<file path="config.mk">
export PLATFORM = sky130hd
export DESIGN_NAME = mdma_host
export DESIGN_NICKNAME = d
export VERILOG_FILES = /design/src/rtl/mdma_pkg.sv /design/src/rtl/mdma_timing_lut.sv /design/src/rtl/mdma_tick_timer.sv /design/src/rtl/mdma_word_ctr.sv /design/src/rtl/mdma_host.sv
export SDC_FILE = /design/constraint.sdc
export NUM_CORES = 1
export LEC_CHECK = 0
export ABC_CLOCK_PERIOD_IN_PS = 7200
export CAP_MARGIN = 5
export CORE_ASPECT_RATIO = 0.9
export CORE_MARGIN = 3
export CORE_UTILIZATION = 40
export CTS_CLUSTER_DIAMETER = 60
export DETAILED_ROUTE_END_ITERATION = 8
export MAX_ROUTING_LAYER = met4
export PLACE_DENSITY = 0.65
export SYNTH_ARGS = -nofsm -noshare
export SYNTH_HDL_FRONTEND = slang
export SYNTH_HIERARCHICAL = 1
export SYNTH_SLANG_ARGS = --single-unit
</file>
<file path="constraint.sdc">
create_clock -name clk -period 7.2 [get_ports clk]
set_clock_uncertainty 0.1 [all_clocks]
set_input_delay 1.08 -clock clk [delete_from_list [all_inputs] [get_ports clk]]
set_output_delay 1.08 -clock clk [all_outputs]
set_load 0.02 [all_outputs]
</file>
<file path="src/rtl/mdma_pkg.sv">
package mdma_pkg;

    localparam int TICK_W = 16;

    typedef enum logic [2:0] {
        ST_IDLE,
        ST_WAIT_REQ,
        ST_ACK,
        ST_STROBE,
        ST_RECOVER,
        ST_DONE
    } mdma_state_e;

    typedef struct packed {
        logic [TICK_W-1:0] strobe;
        logic [TICK_W-1:0] recover;
    } mdma_ticks_t;

    // Nanosecond minimums per mode; codes other than 1 and 2 use mode 0.
    function automatic int unsigned cycle_ns(input int unsigned m);
        case (m)
            1:       return 480;
            2:       return 240;
            default: return 960;
        endcase
    endfunction

    function automatic int unsigned strobe_ns(input int unsigned m);
        case (m)
            1:       return 240;
            2:       return 120;
            default: return 480;
        endcase
    endfunction

    function automatic int unsigned wsetup_ns(input int unsigned m);
        case (m)
            1:       return 100;
            2:       return 35;
            default: return 250;
        endcase
    endfunction

    function automatic int unsigned whold_ns(input int unsigned m);
        case (m)
            1:       return 30;
            2:       return 20;
            default: return 50;
        endcase
    endfunction

    function automatic int unsigned ns_to_ticks(input int unsigned ns, input int unsigned period);
        int unsigned t;
        t = (ns + period - 1) / period;
        return (t == 0) ? 1 : t;
    endfunction

endpackage

</file>
<file path="src/rtl/mdma_timing_lut.sv">
module mdma_timing_lut
    import mdma_pkg::*;
#(
    parameter int unsigned CLK_PERIOD_NS = 10
) (
    input  logic [1:0]  mode,
    output mdma_ticks_t ticks
);

    localparam int NMODES = 4;

    mdma_ticks_t table_q [NMODES];

    for (genvar g = 0; g < NMODES; g++) begin : g_mode
        localparam int unsigned WID_T = ns_to_ticks(strobe_ns(g), CLK_PERIOD_NS);
        localparam int unsigned SET_T = ns_to_ticks(wsetup_ns(g), CLK_PERIOD_NS);
        localparam int unsigned STB_T = (WID_T > SET_T) ? WID_T : SET_T;
        localparam int unsigned CYC_T = ns_to_ticks(cycle_ns(g), CLK_PERIOD_NS);
        localparam int unsigned HLD_T = ns_to_ticks(whold_ns(g), CLK_PERIOD_NS);
        localparam int unsigned GAP_T = (CYC_T > STB_T) ? (CYC_T - STB_T) : 0;
        localparam int unsigned REC_T = (GAP_T > HLD_T) ? GAP_T : HLD_T;
        assign table_q[g].strobe  = TICK_W'(STB_T);
        assign table_q[g].recover = TICK_W'(REC_T);
    end

    assign ticks = table_q[mode];

endmodule

</file>
<file path="src/rtl/mdma_tick_timer.sv">
module mdma_tick_timer #(
    parameter int W = 16
) (
    input  logic         clk,
    input  logic         rst_n,
    input  logic         load,
    input  logic [W-1:0] load_val,
    output logic         expired
);

    logic [W-1:0] cnt_q;

    always_ff @(posedge clk or negedge rst_n) begin
        if (!rst_n) begin
            cnt_q <= '0;
        end else if (load) begin
            cnt_q <= load_val;
        end else if (cnt_q != '0) begin
            cnt_q <= cnt_q - 1'b1;
        end
    end

    assign expired = (cnt_q == '0);

endmodule

</file>
<file path="src/rtl/mdma_word_ctr.sv">
module mdma_word_ctr #(
    parameter int W = 16
) (
    input  logic         clk,
    input  logic         rst_n,
    input  logic         load,
    input  logic [W-1:0] load_val,
    input  logic         dec,
    output logic         none_left
);

    logic [W-1:0] left_q;

    always_ff @(posedge clk or negedge rst_n) begin
        if (!rst_n) begin
            left_q <= '0;
        end else if (load) begin
            left_q <= load_val;
        end else if (dec && left_q != '0) begin
            left_q <= left_q - 1'b1;
        end
    end

    assign none_left = (left_q == '0);

endmodule

</file>
<file path="src/rtl/mdma_host.sv">
module mdma_host
    import mdma_pkg::*;
#(
    parameter int unsigned CLK_PERIOD_NS = 10,
    parameter int          WCNT_W        = 16
) (
    input  logic              clk,
    input  logic              rst_n,
    input  logic [1:0]        mode_sel,
    input  logic              dir_read,
    input  logic [WCNT_W-1:0] word_total,
    input  logic              start,
    input  logic              dmarq,
    input  logic [15:0]       dd_in,
    input  logic [15:0]       wr_word,
    output logic              dmack_n,
    output logic              dior_n,
    output logic              diow_n,
    output logic [15:0]       dd_out,
    output logic              dd_oe,
    output logic              wr_take,
    output logic [15:0]       rd_word,
    output logic              rd_valid,
    output logic              done
);

    mdma_state_e state_q, state_d;

    logic [1:0]        mode_q;
    logic              rd_q;
    mdma_ticks_t       ticks;
    logic [TICK_W-1:0] strobe_len;
    logic              t_expired;
    logic              none_left;
    logic              accept;
    logic              enter_strobe;
    logic              enter_recover;
    logic [TICK_W-1:0] timer_val;

    mdma_timing_lut #(.CLK_PERIOD_NS(CLK_PERIOD_NS)) u_lut (
        .mode  (mode_q),
        .ticks (ticks)
    );

    assign strobe_len = ticks.strobe;

    assign accept        = (state_q == ST_IDLE) && start;
    assign enter_strobe  = (state_d == ST_STROBE) && (state_q != ST_STROBE);
    assign enter_recover = (state_q == ST_STROBE) && t_expired;
    assign timer_val     = enter_strobe ? (ticks.strobe - 1'b1) : (ticks.recover - 1'b1);

    mdma_tick_timer #(.W(TICK_W)) u_timer (
        .clk      (clk),
        .rst_n    (rst_n),
        .load     (enter_strobe | enter_recover),
        .load_val (timer_val),
        .expired  (t_expired)
    );

    mdma_word_ctr #(.W(WCNT_W)) u_words (
        .clk       (clk),
        .rst_n     (rst_n),
        .load      (accept),
        .load_val  (word_total),
        .dec       (enter_recover),
        .none_left (none_left)
    );

    // State register
    always_ff @(posedge clk or negedge rst_n) begin
        if (!rst_n) begin
            state_q <= ST_IDLE;
        end else begin
            state_q <= state_d;
        end
    end

    // Next-state decode
    always_comb begin
        state_d = state_q;
        unique case (state_q)
            ST_IDLE: begin
                if (start) begin
                    state_d = (word_total == '0) ? ST_DONE : ST_WAIT_REQ;
                end
            end
            ST_WAIT_REQ: begin
                if (dmarq) state_d = ST_ACK;
            end
            ST_ACK: begin
                state_d = dmarq ? ST_STROBE : ST_WAIT_REQ;
            end
            ST_STROBE: begin
                if (t_expired) state_d = ST_RECOVER;
            end
            ST_RECOVER: begin
                if (t_expired) begin
                    if (none_left)  state_d = ST_DONE;
                    else if (dmarq) state_d = ST_STROBE;
                    else            state_d = ST_WAIT_REQ;
                end
            end
            ST_DONE: begin
                state_d = ST_IDLE;
            end
            default: state_d = ST_IDLE;
        endcase
    end

    // Burst configuration and data path registers
    always_ff @(posedge clk or negedge rst_n) begin
        if (!rst_n) begin
            mode_q   <= 2'd0;
            rd_q     <= 1'b0;
            dd_out   <= 16'h0000;
            rd_word  <= 16'h0000;
            rd_valid <= 1'b0;
        end else begin
            if (accept) begin
                mode_q <= mode_sel;
                rd_q   <= dir_read;
            end
            if (enter_strobe && !rd_q) begin
                dd_out <= wr_word;
            end
            rd_valid <= enter_recover && rd_q;
            if (enter_recover && rd_q) begin
                rd_word <= dd_in;
            end
        end
    end

    // Output decode from state
    always_comb begin
        dmack_n = 1'b1;
        dior_n  = 1'b1;
        diow_n  = 1'b1;
        dd_oe   = 1'b0;
        done    = 1'b0;
        wr_take = enter_strobe && !rd_q;
        unique case (state_q)
            ST_IDLE, ST_WAIT_REQ: ;
            ST_ACK: begin
                dmack_n = 1'b0;
            end
            ST_STROBE: begin
                dmack_n = 1'b0;
                dior_n  = !rd_q;
                diow_n  = rd_q;
                dd_oe   = !rd_q;
            end
            ST_RECOVER: begin
                dmack_n = 1'b0;
                dd_oe   = !rd_q;
            end
            ST_DONE: begin
                done = 1'b1;
            end
            default: ;
        endcase
    end

endmodule

</file>
Yosys cells after proc, flatten, opt, wreduce, memory -nomap -nowiden
Cells that the tools add are included.
{"block": "classes", "add_sub_neg": 4, "mul": 0, "div_mod_pow": 0, "n_lt_le_gt_ge": 1, "eq_ne": 7, "n_shift": 0, "muxes": 21, "bitwise_logic": 2, "reduce_logical": 17}
{"operator": "16-bit 2-to-1 mux", "n": 5}
{"operator": "32-bit binary-select mux with 2-bit select", "n": 1}
{"operator": "32-bit 2-to-1 mux", "n": 2}
{"operator": "16-bit by 1-bit subtractor with 16-bit output (second input constant)", "n": 4}
{"operator": "16-bit zero test", "n": 3}
{"operator": "16-bit nonzero test", "n": 2}
{"operator": "3-bit 2-to-1 mux", "n": 6}
{"operator": "3-bit case mux with 5 select lines", "n": 1}
{"operator": "3-bit by 2-bit equality test with 1-bit output (second input constant)", "n": 3}
{"operator": "3-bit equality test (second input constant)", "n": 2}
{"operator": "1-bit logical AND", "n": 6}
{"operator": "1-bit 2-to-1 mux", "n": 5}
{"operator": "2-bit nonzero test", "n": 2}
{"operator": "3-bit by 1-bit equality test with 1-bit output (second input constant)", "n": 1}
{"operator": "3-bit greater-or-equal comparator (second input constant)", "n": 1}
{"operator": "3-bit zero test", "n": 1}
{"operator": "3-bit by 2-bit inequality test with 1-bit output (second input constant)", "n": 1}
{"operator": "2-bit inverter with 3-bit output", "n": 1}
{"operator": "3-bit OR reduction", "n": 1}
{"operator": "2-bit 2-to-1 mux", "n": 1}
{"operator": "2-bit OR reduction", "n": 1}
{"operator": "1-bit zero test", "n": 1}
{"operator": "1-bit OR", "n": 1}
{"block": "totals", "ff_bits": 71, "latch_bits": 0, "mem_bits_rw": 0, "romBits": 0, "in_bits": 55, "output_inout_bits": 39, "wordCells": 60, "n_memories": 0}

Longest topological paths before layout
Gate-level depths: netlist of run 1.
{"block": "logic_depth", "depth_word": 8, "ltp_mapped": 18}

Modules after synthesis
Netlist of run 1, hierarchy kept.
{"module": "mdma_host", "n_inst": 1, "cells_per_inst": 219, "area_each_um2": 2321.0, "seq_area_each_um2": 975.9}
{"module": "mdma_word_ctr", "n_inst": 1, "cells_per_inst": 124, "area_each_um2": 1054.8, "seq_area_each_um2": 400.4}
{"module": "mdma_tick_timer", "n_inst": 1, "cells_per_inst": 104, "area_each_um2": 1006.0, "seq_area_each_um2": 400.4}
{"module": "mdma_timing_lut", "n_inst": 1, "cells_per_inst": 34, "area_each_um2": 250.2, "seq_area_each_um2": 0.0}

Worst setup path before layout of run 1
OpenSTA, ideal clock, no wires.
{"block": "synth_timing", "path_kind": "register -> output", "start": "register u_words.left_q[7]", "end": "output port wr_take", "arrival_time_ps": 2540, "t_required_ps": 6020, "path_slack_ps": 3480, "stages_incl_launch_ff": 11, "path_cell_list": "dfrtp_1 or4_1 buf_2 nor4_1 and2_1 nor4bb_1 o311ai_1 a21oi_4 nor2b_1 buf_4 buf_6"}
{"block": "synth_via", "elab_chain_cells": 7}
{"element": "start: declaration", "line": "mdma_word_ctr.sv:12", "rtl": "logic [W-1:0] left_q;"}
{"element": "start signal: assignment", "line": "mdma_word_ctr.sv:18", "rtl": "left_q <= load_val;"}
{"element": "start signal: assignment", "line": "mdma_word_ctr.sv:20", "rtl": "left_q <= left_q - 1'b1;"}
{"element": "16-bit zero test", "line": "mdma_word_ctr.sv:24", "rtl": "assign none_left = (left_q == '0);"}
{"element": "net none_left", "line": "mdma_host.sv:34", "rtl": "logic none_left;"}
{"element": "3-bit 2-to-1 mux", "line": "mdma_host.sv:98", "rtl": "if (none_left) state_d = ST_DONE;"}
{"element": "3-bit 2-to-1 mux", "line": "mdma_host.sv:97", "rtl": "if (t_expired) begin"}
{"element": "3-bit case mux with 5 select lines", "line": "mdma_host.sv:81", "rtl": "unique case (state_q)"}
{"element": "3-bit by 2-bit equality test with 1-bit output", "line": "mdma_host.sv:48", "rtl": "assign enter_strobe = (state_d == ST_STROBE) && (state_q != ST_STROBE);"}
{"element": "1-bit logical AND", "line": "mdma_host.sv:48"}
{"element": "1-bit logical AND", "line": "mdma_host.sv:140", "rtl": "wr_take = enter_strobe && !rd_q;"}
{"element": "end: declaration", "line": "mdma_host.sv:21", "rtl": "output logic wr_take,"}
The timed path passes the listed nets, and every way through them passes these cells.

Final worst setup path of run 1
{"block": "layout_timing", "start": "register u_timer.cnt_q[4]", "end": "output port wr_take"}
{"block": "layout_via", "elab_chain_cells": 6, "word_cells_on_any_way": 7, "cone_classes": "1 x eq/ne; 3 x mux; 3 x reduce/logical"}
{"element": "start: declaration", "line": "mdma_tick_timer.sv:11", "rtl": "logic [W-1:0] cnt_q;"}
{"element": "start signal: assignment", "line": "mdma_tick_timer.sv:17", "rtl": "cnt_q <= load_val;"}
{"element": "start signal: assignment", "line": "mdma_tick_timer.sv:19", "rtl": "cnt_q <= cnt_q - 1'b1;"}
{"element": "16-bit zero test (*)", "line": "mdma_tick_timer.sv:23", "rtl": "assign expired = (cnt_q == '0);"}
{"element": "net t_expired", "line": "mdma_host.sv:33", "rtl": "logic t_expired;"}
{"element": "3-bit 2-to-1 mux (on tied branches)", "line": "mdma_host.sv:97, mdma_host.sv:94"}
{"element": "3-bit case mux with 5 select lines (*)", "line": "mdma_host.sv:81"}
{"element": "3-bit by 2-bit equality test with 1-bit output (*)", "line": "mdma_host.sv:48"}
{"element": "1-bit logical AND (*)", "line": "mdma_host.sv:48"}
{"element": "1-bit logical AND (*)", "line": "mdma_host.sv:140"}
Mark *: on every way through the listed nets, which the timed path passes. The rest lies on a longest branch.

==> key figures, run 1 <==
Logic synthesis
  – Post-synthesis instance total: 481
  – Post-synthesis mux area share: 10.7%
  – Xor/xnor cell area share of the yosys netlist: 6.24%
  – Synth Area in Compound Gates: 11.7%
  – Post-synthesis share of cell area spent on full adders, half adders and majority gates: 1.35%
  – Leading register cell type out of synthesis: sky130_fd_sc_hd__dfrtp_1
  – Library cell occupying the most area in the post-synthesis netlist: sky130_fd_sc_hd__dfrtp_1
  – Leading cell type by number of instances after synthesis: sky130_fd_sc_hd__dfrtp_1
  – Number of enable flip-flop cells after synthesis: 0
  – Yosys warns: 6
  – Dominant combinational cell family by area after synthesis: simple AND/OR/NAND/NOR gates
  – Share of synthesized cell area in and, or, nand and nor gates: 23.6%
  – Sequential cell area fraction in the yosys report: 38.4%
  – Number of distinct library cells after synthesis: 65
  – Post-synth ARST share: 100%
  – Top post-synthesis cells by count: sky130_fd_sc_hd__dfrtp_1 (71), sky130_fd_sc_hd__nand2_1 (34), sky130_fd_sc_hd__nor2_1 (34), sky130_fd_sc_hd__buf_4 (30), sky130_fd_sc_hd__xnor2_1 (27)
  – Post-synth top area share: 38.4%
  – Number of synthesized register bits: 71
  – Average size of a mapped cell: 9.63 um2
  – Post-synth design cell area: 4630 um2
  – Main area contributors after synthesis: sky130_fd_sc_hd__dfrtp_1 (38%), sky130_fd_sc_hd__mux2_2 (6.1%), sky130_fd_sc_hd__xnor2_1 (5.1%), sky130_fd_sc_hd__buf_4 (4.9%), sky130_fd_sc_hd__nand2_1 (2.8%)

Cells and area
  – Fraction of the core area covered by cells at the end of the flow: 52.7%
  – Final non-filler cell total: 715
  – Fin nets: 618
  – Number of diodes added for antenna fixing: 0
  – Fraction of layout instances using a drive strength above 1: 11.2%
  – Fill cell instance count of the final layout: 1037
  – Relative area change from synthesis to final layout: 26.1%

Clock tree
  – CTS tree: yes
  – Hold buffer count at CTS: 0
  – TritonCTS Sinks: 71
  – Latest clock arrival within the worst-skew pair: 0.33 ns
  – Number of H-tree levels: 3
  – Cts bufs inserted: 9
  – Resized cells post-CTS: 0
  – Number of buffers on the longest clock path: 2
  – Root buffer selected by CTS: sky130_fd_sc_hd__clkbuf_16
  – # Post-CTS Setup Buffers: 0
  – Clock slew at the register clock pins of the worst setup and hold paths: 0.06 ns

STA
  – Final-report setup violation count: 0
  – Crit path time final: 5.68 ns
  – Slew @ Worst Pin: 1.24 ns
  – Setup tns final: 0 ns
  – RSZ-0062 raised after global routing: false
  – Period utilization: 78.9%
  – Final Hold Violating Endpoints: 0
  – Worst relative slew slack: 16.9%
  – Achievable frequency: 176 MHz
  – Fin. max-slew vios: 0

GRT
  – Overall fraction of global-route tracks in use: 18.5%
  – Antenna violations before repair: 0
  – Global-route wire length before repair: 18900 um
  – Maximum number of pins on one net before global-route repair: 72
  – Vias in the first global route: 3773
  – GR Overflow Total: 0

Power and ir drop
  – Peak supply drop: 0.147 mV
  – Lkg Pwr: 0.00221 uW
  – Power per Cell Area: 356 nW/um2

Die
  – Num ports: 94
  – Initial Util: 41.8%
  – Rows: 36
  – Die area: 12900 um2
  – Area of the placeable core: 11100 um2
  – Die W: 119 um
  – Vertical die dimension: 108 um

Setup path
  – Setup crit start kind: register
  – Critical Path Fanout Max: 25
  – Endpoint required time on the critical path: 6.02 ns
  – Sort of element at the end of the critical path: output pin
  – Data arrival time at the worst-slack endpoint: 4.50 ns
  – Worst Setup Path Type: register to output pin

Placement
  – Placed Instances: 699
  – Number of buffers inserted by port buffering: 93
  – Half-perimeter wire length after placement: 8270 um
  – GP Congestion: 0.836

Routing
  – Avg Vias per Cell: 5.33
  – Iter 0 DRT Violations: 340
  – Detailed-route via count: 3808
  – Detail Route Antenna Nets: 0
  – Total wire length after detailed routing: 11300 um
  – Final routed DRC violation total: 0
  – Router iterations before antenna repair: 5
  – Routed WL per cell: 15.8 um

Run status
  – Run status: completed

Worst hold path
  – Type of the most critical hold path: register to register

Run
  – Number of max-cap violations: 0
[stage by stage]
step | setup WS, ns | power [uW] | hold slack, ns | cell area, um2
5_1_grt | 1.21 | 2240 | 0.406 | 5840
6_report | 1.52 | 2080 | 0.384 | 5840
3_5_place_dp | 1.92 | 1630 | 0.375 | 5530
4_1_cts | 1.56 | 2100 | 0.389 | 5840
2_1_floorplan | 3.48 | 1370 | 0.381 | 4720
3_3_place_gp | 2.09 | 1610 | 0.369 | 5530
[state kept, by name, summed over array words and instances (netlist names)]
register        cells
rd_q                1
u_timer/cnt_q      16
dd_out             16
rd_word            16
u_words/left_q     16
state_q             3
mode_q              2
rd_valid            1
[final timing paths]
check / startpoint / end / slack, ns / depth (start not counted)
min in group asynchronous: rst_n / u_words/left_q[12] / 0.86 / 2
worst min register to register: dd_out[7] / dd_out[7] / 0.38 / 1
worst min-delay path: dd_out[7] / dd_out[7] / 0.38 / 1
worst max-delay path: u_timer/cnt_q[4] / wr_take / 1.52 / 9
max in group asynchronous: rst_n / u_words/left_q[4] / 5.51 / 2
worst max register to register: u_timer/cnt_q[4] / u_words/left_q[11] / 2.82 / 8
[power breakdown]
part,total (uW),internal [uW],switching (uW)
Combinational,915,446,469
Clock,452,279,173
Sequential,713,555,159
[cell usage in the layout (no fill, tap or decap), drive strengths merged, types with 15 or more instances in the layout]
master,synthesis,layout
o21ai,16,16
nand2b,15,15
nor3,16,16
clkdlybuf4s50,0,92
or4,15,15
nor2,34,34
conb,1,24
mux2,35,35
dfrtp,71,71
nor4,17,17
xnor2,27,27
nand2,34,34
[worst max-delay path, stage by stage (launching register included)]
cell,delay (ns)
sky130_fd_sc_hd__dfrtp_1,0.41
sky130_fd_sc_hd__nor3_1,0.99
sky130_fd_sc_hd__nand3_2,0.25
sky130_fd_sc_hd__nor2_1,0.37
sky130_fd_sc_hd__nor4bb_1,0.27
sky130_fd_sc_hd__o311ai_1,0.16
sky130_fd_sc_hd__a21oi_4,0.56
sky130_fd_sc_hd__nor2b_1,0.22
sky130_fd_sc_hd__buf_4,0.27
sky130_fd_sc_hd__clkdlybuf4s50_1,0.67
[cells by family (layout without fill, tap and decap cells)]
family,after synthesis,count (layout)
xor+xnor,33,33
flops,71,71
mux,45,45
simple gates,185,185
other cells,1,24
buf+inv,64,123
fa+ha+maj,5,5
compound gates,77,77
[per-layer routing]
| metal | track usage [%] | routed length [um] |
|---|---|---|
| met1 | 24.6 | 5320 |
| met2 | 29.0 | 5230 |
| met3 | 3.56 | 601 |
| met4 | 5.56 | 132 |
| met5 | - | 0 |
[cell type report]
cell class                      instances  area (um2)  area share [%]
Timing Repair Buffer                   96         948            16.2
Clock inverter                          6        67.6            1.16
Clock buffer                           10         239            4.09
Tap cell                              152         190            3.26
Sequential cell                        71        1780            30.4
Inverter                               11        41.3           0.707
Multi-Input combinational cell        369        2580            44.1
No activity file was read; power rests on OpenSTA's default activity.
==> inputs of run 2 (changes only) <==
--- a/config.mk
+++ b/config.mk
@@ -5,7 +5,7 @@
 export SDC_FILE = /design/constraint.sdc
 export NUM_CORES = 1
 export LEC_CHECK = 0
-export ABC_CLOCK_PERIOD_IN_PS = 7200
+export ABC_CLOCK_PERIOD_IN_PS = 4800
 export CAP_MARGIN = 5
 export CORE_ASPECT_RATIO = 0.9
 export CORE_MARGIN = 3
@@ -13,7 +13,7 @@
 export CTS_CLUSTER_DIAMETER = 60
 export DETAILED_ROUTE_END_ITERATION = 8
 export MAX_ROUTING_LAYER = met4
-export PLACE_DENSITY = 0.65
+export PLACE_DENSITY = 0.67
 export SYNTH_ARGS = -nofsm -noshare
 export SYNTH_HDL_FRONTEND = slang
 export SYNTH_HIERARCHICAL = 1
==> constraint.sdc (replaced) <==
create_clock -name clk -period 4.8 [get_ports clk]
set_clock_uncertainty 0.1 [all_clocks]
set_input_delay 0.72 -clock clk [delete_from_list [all_inputs] [get_ports clk]]
set_output_delay 0.72 -clock clk [all_outputs]
set_load 0.02 [all_outputs]
==> run 2 against run 1 <==
Via count shrank 1.3%; largest cell class unchanged; largest power group unchanged; sequential power grew 50%; register-to-register slack lost 2.2 ns; sequential cell count is the same; cell count grew 0.14%; global-route usage shrank 0.77 points.
==> key figures, run 2 (same netlist as run 1, synthesis figures left out) <==
Run status
  – Run status: completed

Die
  – Rows: 36
  – Die W: 119 um
  – Area of the placeable core: 11100 um2
  – Initial Util: 41.8%
  – Die area: 12900 um2
  – Num ports: 94
  – Vertical die dimension: 108 um

STA
  – Worst relative slew slack: 34.8%
  – RSZ-0062 raised after global routing: false
  – Final Hold Violating Endpoints: 0
  – Setup tns final: 0 ns
  – Fin. max-slew vios: 0
  – Slew @ Worst Pin: 0.979 ns
  – Achievable frequency: 228 MHz
  – Period utilization: 91.4%
  – Final-report setup violation count: 0
  – Crit path time final: 4.39 ns

Setup path
  – Endpoint required time on the critical path: 3.98 ns
  – Setup crit start kind: register
  – Internal reg-to-reg setup slack: 0.65 ns
  – Cell type group with the largest total delay on the critical path: simple AND/OR/NAND/NOR gates
  – Sort of element at the end of the critical path: output pin
  – Critical Path Fanout Max: 9
  – Reg-to-reg critical path startpoint: u_words/left_q[7]
  – Worst Setup Path Type: register to output pin
  – Data arrival time at the worst-slack endpoint: 3.57 ns
  – Slowest cell on the critical path: sky130_fd_sc_hd__clkdlybuf4s50_1
  – Number of buffers and inverters on the critical path: 2
  – Ordered cell list for the critical path: inv_1 -> ha_1 -> nor3b_4 -> nand3_2 -> nor2_1 -> nor4bb_1 -> o311ai_1 -> a21oi_4 -> nor2b_1 -> clkdlybuf4s50_1
  – Number of cells on the worst reg-to-reg path: 10
  – CP peak stage delay: 0.69 ns
  – Capture instance of the worst register-to-register path: u_timer/cnt_q[13]

Clock tree
  – Hold buffer count at CTS: 0
  – Number of buffers on the longest clock path: 2
  – Root buffer selected by CTS: sky130_fd_sc_hd__clkbuf_16
  – Latest clock arrival within the worst-skew pair: 0.33 ns
  – CTS tree: yes
  – # Post-CTS Setup Buffers: 0
  – TritonCTS Sinks: 71
  – Resized cells post-CTS: 0
  – Clock slew at the register clock pins of the worst setup and hold paths: 0.06 ns
  – Cts bufs inserted: 9
  – Number of H-tree levels: 3

GRT
  – Global-route track usage on met2: 28.7%
  – Maximum number of pins on one net before global-route repair: 44
  – Met3 global-route usage: 3.24%
  – Most crowded layer after global routing: met2
  – Overall fraction of global-route tracks in use: 17.7%
  – GR Overflow Total: 0
  – Global-route wire length before repair: 18100 um
  – Vias in the first global route: 3656
  – Antenna violations before repair: 0
  – Global-route track usage on met1: 22.9%

Worst hold path
  – Min-Delay Startpoint: dd_out[13]
  – Hold Crit Endpoint: dd_out[13]
  – Type of the most critical hold path: register to register
  – Hold Crit Depth: 1

Cells and area
  – Commonest non-fill, non-tap cell in the layout: sky130_fd_sc_hd__clkdlybuf4s50_1
  – Most frequent cells in the layout: sky130_fd_sc_hd__clkdlybuf4s50_1 (92), sky130_fd_sc_hd__dfrtp_1 (71), sky130_fd_sc_hd__nand2_1 (34), sky130_fd_sc_hd__nor2_1 (34), sky130_fd_sc_hd__xnor2_1 (27)
  – Relative area change from synthesis to final layout: 26.0%
  – Fraction of layout instances using a drive strength above 1: 11.3%
  – Fin nets: 620
  – Number of diodes added for antenna fixing: 0

Power and ir drop
  – Power per Cell Area: 529 nW/um2
  – Lkg Pwr: 0.00222 uW
  – PnR Total Power: 3090 uW
  – Peak supply drop: 0.168 mV

Placement
  – Half-perimeter wire length after placement: 8300 um
  – GP Congestion: 0.900
  – Number of buffers inserted by port buffering: 93

Routing
  – Avg Vias per Cell: 5.25
  – Detailed-route via count: 3758
  – Final routed DRC violation total: 0
  – Total wire length after detailed routing: 10900 um
  – Router iterations before antenna repair: 5
  – Routed WL per cell: 15.2 um
  – Iter 0 DRT Violations: 225
  – Detail Route Antenna Nets: 0

Run
  – Number of max-cap violations: 0
run 2: cell types whose count changed in the layout (fill, tap and decap cells not counted), sizes merged:
| cell | before | now |
|---|---|---|
| clkinv | 2 | 3 |
| clkinvlp | 2 | 1 |
| buf | 4 | 6 |
| clkbuf | 10 | 9 |
run 2: report_power, final:
part / switching [uW] / internal, uW / total (uW)
Sequential: 233 / 832 / 1070
Combinational: 698 / 679 / 1380
Clock: 248 / 398 / 646
Total: 1180 / 1910 / 3090
run 2: cell type report:
class / count / area [um2]
inverters: 11 / 41.3
multi-input cells: 369 / 2580
fillers: 1024 / 5250
clock inverters: 6 / 61.3
repair buffers: 98 / 963
clock buffers: 9 / 225
flip-flops and latches: 71 / 1780
well taps: 152 / 190
run 2: worst max path at each step:
stage                      startpoint                 end  depth (start not counted)
floorplan            u_timer/cnt_q[0]  u_words/left_q[15]                         12
global placement     u_timer/cnt_q[0]             wr_take                         10
detailed placement  u_words/left_q[7]   u_timer/cnt_q[13]                         10
CTS                  u_timer/cnt_q[0]             wr_take                         10
global route         u_timer/cnt_q[0]             wr_take                         10
finish               u_timer/cnt_q[0]             wr_take                         10
run 2: stage by stage:
| stage | cells | setup slack (ns) | util [%] | hold WS (ns) | cell area [um2] |
|---|---|---|---|---|---|
| 6_report | 716 | 0.414 | 52.7 | 0.379 | 5830 |
| 5_1_grt | 716 | 0.184 | 52.7 | 0.394 | 5830 |
| 4_1_cts | 716 | 0.386 | 52.7 | 0.386 | 5830 |
| 3_5_place_dp | 701 | 0.690 | 50.1 | 0.374 | 5550 |
| 3_3_place_gp | 701 | 0.849 | 50.1 | 0.367 | 5550 |
| 2_1_floorplan | 504 | 1.27 | - | 0.324 | 4720 |
run 2: routing by layer:
| metal | routed length, um | share of wire, % |
|---|---|---|
| met3 | 604 | 5.5 |
| met2 | 4980 | 46 |
| met1 | 5200 | 48 |
| met4 | 125 | 1.1 |
| met5 | 0 | 0 |
==> inputs of run 3 (changes only) <==
--- a/config.mk
+++ b/config.mk
@@ -5,7 +5,7 @@
 export SDC_FILE = /design/constraint.sdc
 export NUM_CORES = 1
 export LEC_CHECK = 0
-export ABC_CLOCK_PERIOD_IN_PS = 4800
+export ABC_CLOCK_PERIOD_IN_PS = 4700
 export CAP_MARGIN = 5
 export CORE_ASPECT_RATIO = 0.9
 export CORE_MARGIN = 3
@@ -13,7 +13,7 @@
 export CTS_CLUSTER_DIAMETER = 60
 export DETAILED_ROUTE_END_ITERATION = 8
 export MAX_ROUTING_LAYER = met4
-export PLACE_DENSITY = 0.67
+export PLACE_DENSITY = 0.65
 export SYNTH_ARGS = -nofsm -noshare
 export SYNTH_HDL_FRONTEND = slang
 export SYNTH_HIERARCHICAL = 1
==> constraint.sdc (replaced) <==
create_clock -name clk -period 4.7 [get_ports clk]
set_clock_uncertainty 0.1 [all_clocks]
set_input_delay 0.705 -clock clk [delete_from_list [all_inputs] [get_ports clk]]
set_output_delay 0.705 -clock clk [all_outputs]
set_load 0.02 [all_outputs]
==> run 3 against run 2 <==
Worst hold slack better by 0.0044 ns; design area is 0.60% higher; combinational power hardly changed; clock power is 14% higher; register-to-register slack worse by 0.09 ns; sequential power hardly changed; cell count is 0.14% higher; clock-buffer cell count is 1 higher; via count stayed put; largest power group unchanged; first-iteration DRC count is 3.1% higher.
==> key figures, run 3 (same netlist as run 1, synthesis figures left out) <==
Clock tree
  – Number of buffers on the longest clock path: 2
  – Number of H-tree levels: 3
  – TritonCTS Sinks: 71
  – Resized cells post-CTS: 0
  – Cts bufs inserted: 9
  – Root buffer selected by CTS: sky130_fd_sc_hd__clkbuf_16
  – Hold buffer count at CTS: 0
  – # Post-CTS Setup Buffers: 0
  – Clock slew at the register clock pins of the worst setup and hold paths: 0.06 ns
  – CTS tree: yes
  – Latest clock arrival within the worst-skew pair: 0.33 ns

Setup path
  – Slowest cell on the critical path: sky130_fd_sc_hd__clkdlybuf4s50_1
  – Ordered cell list for the critical path: inv_1 -> ha_1 -> nor3b_4 -> nand3_2 -> nor2_1 -> nor4bb_1 -> o311ai_1 -> a21oi_4 -> nor2b_1 -> clkdlybuf4s50_1
  – Data arrival time at the worst-slack endpoint: 3.59 ns
  – Cell type group with the largest total delay on the critical path: simple AND/OR/NAND/NOR gates
  – Endpoint required time on the critical path: 3.89 ns
  – Number of buffers and inverters on the critical path: 2
  – Worst Setup Path Type: register to output pin
  – CP peak stage delay: 0.69 ns
  – Setup crit start kind: register
  – Critical Path Fanout Max: 9
  – Sort of element at the end of the critical path: output pin
  – Reg-to-reg critical path startpoint: u_words/left_q[7]
  – Critical path origin: u_timer/cnt_q[0]

Routing
  – Router iterations before antenna repair: 4
  – Avg Vias per Cell: 5.24
  – Iter 0 DRT Violations: 232
  – Detail Route Antenna Nets: 0
  – Detailed-route via count: 3758
  – Final routed DRC violation total: 0
  – Routed WL per cell: 15.5 um
  – Total wire length after detailed routing: 11100 um

Cells and area
  – Commonest non-fill, non-tap cell in the layout: sky130_fd_sc_hd__clkdlybuf4s50_1
  – Number of diodes added for antenna fixing: 0
  – Fraction of layout instances using a drive strength above 1: 11.3%
  – Fin nets: 620
  – Most frequent cells in the layout: sky130_fd_sc_hd__clkdlybuf4s50_1 (92), sky130_fd_sc_hd__dfrtp_1 (71), sky130_fd_sc_hd__nand2_1 (34), sky130_fd_sc_hd__nor2_1 (34), sky130_fd_sc_hd__xnor2_1 (27)
  – Fraction of the core area covered by cells at the end of the flow: 53.0%
  – Relative area change from synthesis to final layout: 26.7%

Placement
  – Number of buffers inserted by port buffering: 93
  – Half-perimeter wire length after placement: 8350 um
  – GP Congestion: 0.871

Die
  – Rows: 36
  – Area of the placeable core: 11100 um2
  – Initial Util: 41.8%
  – Vertical die dimension: 108 um
  – Num ports: 94
  – Die W: 119 um
  – Die area: 12900 um2

STA
  – Period utilization: 93.6%
  – Crit path time final: 4.40 ns
  – Slew @ Worst Pin: 0.903 ns
  – Achievable frequency: 227 MHz
  – Fin. max-slew vios: 0
  – Final-report setup violation count: 0
  – Final Hold Violating Endpoints: 0
  – RSZ-0062 raised after global routing: false
  – Setup tns final: 0 ns
  – Worst relative slew slack: 39.8%

Worst hold path
  – Min-Delay Startpoint: dd_out[7]
  – Type of the most critical hold path: register to register

GRT
  – Maximum number of pins on one net before global-route repair: 41
  – Overall fraction of global-route tracks in use: 18.5%
  – GR Overflow Total: 0
  – Vias in the first global route: 3801
  – Global-route wire length before repair: 18800 um
  – Antenna violations before repair: 0

Power and ir drop
  – Power per Cell Area: 550 nW/um2
  – Lkg Pwr: 0.00223 uW
  – Peak supply drop: 0.221 mV
  – PnR Total Power: 3230 uW

Run
  – Number of max-cap violations: 0

Run status
  – Run status: completed
[run 3: layout make-up]
type                            count  area (um2)
Clock buffer                       10         229
Clock inverter                      6        92.6
Fill cell                        1034        5210
Inverter                           11        41.3
Multi-Input combinational cell    369        2580
Sequential cell                    71        1780
Tap cell                          152         190
Timing Repair Buffer               98         963
[run 3: path summary, 6_finish.rpt]
check | slack, ns | endpoint | depth (start not counted)
setup / recovery | 0.30 | wr_take | 10
hold / removal | 0.38 | dd_out[7] | 1
setup reg to reg | 0.56 | u_timer/cnt_q[13] | 10
hold reg to reg | 0.38 | dd_out[7] | 1
max in group asynchronous | 3.13 | u_words/left_q[2] | 2
min in group asynchronous | 0.41 | u_words/left_q[14] | 1
[run 3: stage by stage]
step	instances	hold slack, ns	worst slack (ns)	area [um2]
after floorplan	504	0.309	1.17	4720
after global placement	701	0.369	0.742	5550
after detailed placement	701	0.375	0.600	5550
after CTS	717	0.389	0.239	5870
after global routing	717	0.404	0.0256	5870
final	717	0.384	0.302	5870
[run 3: per-layer routing]
layer  GRT usage, %  wire length [um]  up-vias  part of all wire [%]
li1               -                 -     1851                     -
met1           24.0              5170     1799                    47
met2           29.7              5270       95                    48
met3           2.93               502       13                   4.5
met4           6.38               141        0                   1.3
met5              -                 0        -                     0
[run 3: where the power goes]
group	internal [uW]	total, uW	switching [uW]
logic	692	1410	714
registers	849	1090	240
clock network	467	734	267
[run 3: worst reg2reg max path: cells and delay by family, from the launching register on]
| kind | cells | cell delay [ns] |
|---|---|---|
| buf+inv | 1 | 0.24 |
| flops | 1 | 0.43 |
| simple gates | 6 | 2.66 |
| compound gates | 3 | 0.61 |
